[config.mk]
export PLATFORM = sky130hd
export DESIGN_NAME = stat_err_ctrl
export DESIGN_NICKNAME = d
export VERILOG_FILES = /design/src/rtl/stat_err_pkg.sv /design/src/rtl/stat_err_cmd.sv /design/src/rtl/stat_err_dp.sv /design/src/rtl/stat_err_ctrl.sv
export SDC_FILE = /design/constraint.sdc
export NUM_CORES = 1
export LEC_CHECK = 0
export ABC_AREA = 1
export BUFFER_PORTS_ARGS = -buffer_cell sky130_fd_sc_hd__buf_2
export CAP_MARGIN = 20
export CORE_AREA = 2 2 39 41
export DETAILED_ROUTE_END_ITERATION = 8
export DIE_AREA = 0 0 41 43
export PLACE_DENSITY = 0.78
export SLEW_MARGIN = 20
export SYNTH_ARGS = -nofsm -noshare
export SYNTH_HDL_FRONTEND = slang
export SYNTH_SLANG_ARGS = --single-unit
[constraint.sdc]
create_clock -name clk -period 0.9 [get_ports clk]
set_input_delay 0.09 -clock clk [delete_from_list [all_inputs] [get_ports clk]]
set_output_delay 0.09 -clock clk [all_outputs]
set_load 0.005 [all_outputs]
[src/rtl/stat_err_pkg.sv]
package stat_err_pkg;

  localparam int CMD_W = 3;
  localparam int PWR_W = 2;
  localparam int STATUS_W = 4;

  localparam logic [CMD_W-1:0] CMD_REQ_STBY  = 3'd1;
  localparam logic [CMD_W-1:0] CMD_CONF_STBY = 3'd2;
  localparam logic [CMD_W-1:0] CMD_CLEAR     = 3'd3;
  localparam logic [CMD_W-1:0] CMD_WAKE      = 3'd4;

  localparam logic [PWR_W-1:0] PWR_ACTIVE  = 2'b00;
  localparam logic [PWR_W-1:0] PWR_STANDBY = 2'b01;

  localparam int ST_CRIT = 0;
  localparam int ST_OSC  = 1;
  localparam int ST_TEST = 2;
  localparam int ST_REQ  = 3;

  typedef struct packed {
    logic setReq;
    logic clrReq;
    logic goStandby;
    logic goActive;
    logic enterTest;
    logic exitTest;
  } ctrl_strobe_t;

endpackage

[src/rtl/stat_err_cmd.sv]
module stat_err_cmd
  import stat_err_pkg::*;
(
  input  logic             cmdValid,
  input  logic [CMD_W-1:0] cmdCode,
  input  logic             testEntry,
  input  logic             inStandby,
  input  logic             reqPending,
  output ctrl_strobe_t     strb
);

  always_comb begin
    strb = '0;
    if (cmdValid) begin
      case (cmdCode)
        CMD_REQ_STBY: begin
          if (!inStandby) strb.setReq = 1'b1;
        end
        CMD_CONF_STBY: begin
          if (!inStandby && reqPending) begin
            strb.goStandby = 1'b1;
            strb.clrReq    = 1'b1;
          end
        end
        CMD_WAKE: begin
          if (inStandby) begin
            strb.goActive = 1'b1;
            strb.clrReq   = 1'b1;
          end
        end
        CMD_CLEAR: strb.exitTest = 1'b1;
        default: ;
      endcase
    end
    if (testEntry) strb.enterTest = 1'b1;
  end

endmodule

[src/rtl/stat_err_dp.sv]
module stat_err_dp
  import stat_err_pkg::*;
#(
  parameter int NUM_NODES = 6,
  parameter logic [NUM_NODES-1:0] ERR_RESET = '0
) (
  input  logic                 clk,
  input  logic                 rstN,
  input  ctrl_strobe_t         strb,
  input  logic                 oscEnable,
  input  logic                 measStrobe,
  input  logic [NUM_NODES-1:0] monFlags,
  input  logic                 errClrValid,
  input  logic [NUM_NODES-1:0] errClrMask,
  output logic                 inStandby,
  output logic                 reqPending,
  output logic [PWR_W-1:0]     powerState,
  output logic [STATUS_W-1:0]  statusFlags,
  output logic [NUM_NODES-1:0] errReg
);

  logic [PWR_W-1:0]     pwrQ;
  logic                 reqQ;
  logic                 testQ;
  logic                 oscQ;
  logic [NUM_NODES-1:0] errQ;
  logic [NUM_NODES-1:0] errNext;

  // Per-node sticky cell: a sampled event has priority over a host clear.
  for (genvar i = 0; i < NUM_NODES; i++) begin : g_node
    assign errNext[i] = (measStrobe && monFlags[i]) ? 1'b1 :
                        (errClrValid && errClrMask[i]) ? 1'b0 : errQ[i];
  end

  always_ff @(posedge clk) begin
    if (!rstN) begin
      pwrQ  <= PWR_ACTIVE;
      reqQ  <= 1'b0;
      testQ <= 1'b0;
      oscQ  <= 1'b0;
      errQ  <= ERR_RESET;
    end else begin
      if (strb.goStandby)     pwrQ <= PWR_STANDBY;
      else if (strb.goActive) pwrQ <= PWR_ACTIVE;

      if (strb.setReq)      reqQ <= 1'b1;
      else if (strb.clrReq) reqQ <= 1'b0;

      if (strb.enterTest)     testQ <= 1'b1;
      else if (strb.exitTest) testQ <= 1'b0;

      oscQ <= oscEnable;
      errQ <= errNext;
    end
  end

  assign inStandby  = (pwrQ == PWR_STANDBY);
  assign reqPending = reqQ;
  assign powerState = pwrQ;
  assign errReg     = errQ;

  always_comb begin
    statusFlags          = '0;
    statusFlags[ST_CRIT] = |errQ;
    statusFlags[ST_OSC]  = oscQ;
    statusFlags[ST_TEST] = testQ;
    statusFlags[ST_REQ]  = reqQ;
  end

endmodule

[src/rtl/stat_err_ctrl.sv]
module stat_err_ctrl
  import stat_err_pkg::*;
#(
  parameter int NUM_NODES = 6,
  parameter logic [NUM_NODES-1:0] ERR_RESET = '0
) (
  input  logic                 clk,
  input  logic                 rstN,
  input  logic                 cmdValid,
  input  logic [2:0]           cmdCode,
  input  logic                 testEntry,
  input  logic                 oscEnable,
  input  logic                 measStrobe,
  input  logic [NUM_NODES-1:0] monFlags,
  input  logic                 errClrValid,
  input  logic [NUM_NODES-1:0] errClrMask,
  output logic [1:0]           powerState,
  output logic [3:0]           statusFlags,
  output logic [NUM_NODES-1:0] errReg
);

  ctrl_strobe_t strb;
  logic         inStandby;
  logic         reqPending;

  stat_err_cmd u_cmd (
    .cmdValid   (cmdValid),
    .cmdCode    (cmdCode),
    .testEntry  (testEntry),
    .inStandby  (inStandby),
    .reqPending (reqPending),
    .strb       (strb)
  );

  stat_err_dp #(
    .NUM_NODES (NUM_NODES),
    .ERR_RESET (ERR_RESET)
  ) u_dp (
    .clk         (clk),
    .rstN        (rstN),
    .strb        (strb),
    .oscEnable   (oscEnable),
    .measStrobe  (measStrobe),
    .monFlags    (monFlags),
    .errClrValid (errClrValid),
    .errClrMask  (errClrMask),
    .inStandby   (inStandby),
    .reqPending  (reqPending),
    .powerState  (powerState),
    .statusFlags (statusFlags),
    .errReg      (errReg)
  );

endmodule

==> impl_results.md <==
* Run status: finished, violations left
* Failing checks: setup timing
* Max_cap viols at 0
* Diode count at 0
* Die height at about 43 microns
* Clock power frac at between 30% and 40%
* Die Width at between 40 and 50 microns
* Multi-input gate area at 221 sq um
* Register Area at 205 sq um
* Peak supply drop at just under 1 mV
* Hold Crit Class: in2reg
* Ys flop type: dfxtp_1
* Largest net degree at the start of global routing at 10
* Cells after Synth at between 60 and 70
* Initial Util at 34.6%
* R2R setup slack at ~0.09 ns
* CP Max Fanout at 3
* Arrival @ worst endpoint at 1.03 ns
* Max-slew violation count at 0
* Syn Area/Cell at 7.15 sq um
* Number of global-route vias before repair at ~460
* Clock net sink count at 10
* Worst R2R End: u_dp.reqPending$_SDFFE_PN0P_
* Post-Syn Nets at 89
* Final core occ at 50.2%
* Filler cell count at 144
* Pleak at 0.373 nW
* Post-synth top cells: nand2_1 (23), dfxtp_1 (10), a21oi_1 (8), buf_4 (5), inv_1 (5)
* Starting DRT DRC Count at 7
* Int Pwr at between 800 and 900 uW
* Post-synth design cell area at 479 sq um
* CTS Buf Count at 3
* Rows at 14
* Min Hold Slack at 0.0128 ns
* Share of the synthesized area in the top cell type at 41.8%
* FFs w/ async S/R, synth at 0%
* Drt wl/cell at 9.66 microns
* Worst Skew at 0.0000643 ns
* I/O Buffers at 32
* Crit path time final at between 1 and 1.5 ns
* Synth area leader: dfxtp_1
* Post-detail-place hpwl at a little under 900 microns
* Share of layout cells above drive strength 1 at between 50% and 60%
* Die area at 1760 sq um
* CP Class: reg2out
* CTS root buffer: clkbuf_4
* Clock Latency Late Sink at roughly 0.26 ns
* Most frequent cell after synthesis: nand2_1
* Initial antenna violation count at 0
* Routed Antenna Nets at 0
* CTS tree: built
* Detailed Route WL at 1120 microns
* Area contributors post-synth: dfxtp_1 (42%), nand2_1 (18%), a21oi_1 (8.4%), buf_4 (7.8%), nand3_2 (6.3%)
* Fmax at 897 MHz
* Power density cells at 1510 nW/um^2
* DR vias at around 530
* EDFF count, synth at 0
* Library cells used by synthesis at 14
* TritonRoute pass-1 iters at 4
* NetSw at 246 uW
* Synth warn at 0
* Remaining DRCs at 0
* Crit end category: primary output
* Flop pwr share at a little under half
* Reg2Reg Depth at 5
* RSZ-0062 raised after global routing: yes
* First-pass GRT wire length at 1770 microns
* Grt total ovfl at 0
* Logic pwr share at 16.3%
* Final setup fails at 1
* Synthesized flop and latch total at 10
* Worst R2R Start: u_dp.reqPending$_SDFFE_PN0P_
* Min-delay src: oscEnable
* Final Hold Viols at 0
* I/O pin total at 34
* Register area share after synthesis at 41.8%
* Period Utilization, post-route at 124%
* Layout area overhead at 44.9%
* Setup Total Neg Slack at -0.215 ns
* Routability cong. at 0.594
* Vias/cell at 4.59
* Global Route Usage Sum at 14.9%
* Clk buf depth at 2
* H-tree depth at 1
* Final #Nets at 123
* Pre-CTS setup slack at 0.0434 ns
* Setup ws final at -0.215 ns
* Hold path cells at 3
* Clk pin slew, worst setup/hold paths at 0.07 ns
* Final total power at 1.05 mW
* Data required time of the worst path at a little over 0.8 ns
* Sw frac at 23.4%
* Core Box Area at 1380 sq um
* Startpoint types: flip-flop
* Worst hold endpoint: u_dp.oscQ$_SDFF_PN0_
[critical path: stages (launching register included)]
cell,delay [ns]
dfxtp_2,0.33
nor4_2,0.25
nand2_1,0.07
buf_2,0.12
[cell families (layout without fill, tap and decap cells)]
| kind of cell | count (synthesis) | count (layout) | share of synthesized area (%) |
|---|---|---|---|
| flops | 10 | 10 | 41.8 |
| other cells | 1 | 1 | 0.783 |
| simple gates | 34 | 34 | 32.9 |
| compound gates | 10 | 10 | 11.2 |
| buf+inv | 12 | 45 | 13.3 |
[worst max-delay path by stage]
stage / from / endpoint / slack, ns
finish: u_dp.errReg[5]$_SDFFE_PN0P_ / statusFlags[0] / -0.22
floorplan: u_dp.powerState[0]$_SDFFE_PN0P_ / u_dp.reqPending$_SDFFE_PN0P_ / 0.12
global placement: u_dp.errReg[5]$_SDFFE_PN0P_ / statusFlags[0] / 0.05
global route: u_dp.errReg[5]$_SDFFE_PN0P_ / statusFlags[0] / -0.27
detailed placement: u_dp.powerState[0]$_SDFFE_PN0P_ / u_dp.reqPending$_SDFFE_PN0P_ / 0.04
CTS: u_dp.errReg[3]$_SDFFE_PN0P_ / statusFlags[0] / -0.23
[metal layers]
layer  up-vias  global-route usage, %  wire [microns]
met4         0                   8.00               4
li1        272                      -               -
met2        19                   25.6             609
met3         2                   3.14              78
met1       239                   15.6             429
met5         -                      0               0
[power groups by stage]
stage               clock network (mW)  logic [mW]  registers [mW]
CTS                              0.418       0.168           0.483
floorplan                            0      0.0727           0.492
detailed placement                   0       0.157           0.492
global route                     0.438       0.197           0.488
finish                           0.395       0.172           0.485
global placement                     0       0.153           0.491
[placed cells by master (no fill, tap or decap)]
master    Yosys  final
a21oi_1       8      8
a21oi_2       1      1
buf_2         0     31
buf_4         5      1
buf_6         0      2
clkbuf_4      0      3
clkbuf_8      0      1
conb_1        1      1
dfxtp_1      10      6
dfxtp_2       0      4
inv_1         5      5
inv_2         2      2
nand2_1      23     23
nand3_1       2      2
nand3_2       3      3
nor2_1        4      4
nor3_2        1      1
nor4_2        0      1
o21ai_1       1      1
[state kept, by name, indices dropped and copies added, names as in the netlist]
| signal | cells |
|---|---|
| u_dp.oscQ | 1 |
| u_dp.testQ | 1 |
| u_dp.reqPending | 1 |
| u_dp.powerState | 1 |
| u_dp.errReg | 6 |
[stage by stage]
stage	std cells	cell area [sq um]
after floorplan	67	479
after global placement	110	622
after detailed placement	110	622
after CTS	115	681
after global routing	116	694
final	116	694
[area by class of cell]
| cell class | instances | area share (%) |
|---|---|---|
| Sequential cell | 10 | 29.5 |
| Clock buffer | 4 | 5.23 |
| Timing Repair Buffer | 34 | 26.7 |
| Multi-Input combinational cell | 45 | 31.9 |
| Tap cell | 16 | 2.88 |
| Inverter | 7 | 3.78 |
[repair_timing]
item                                   4_1_cts  5_1_grt
hold buffers                                 0        0
gates resized for setup                      4        3
gates cloned                                 0        0
endpoints found under the hold margin        0        0
setup buffers                                1        1
setup endpoints to repair                    2        3
pin swaps                                    2        1
No activity file was read; power rests on OpenSTA's default activity.
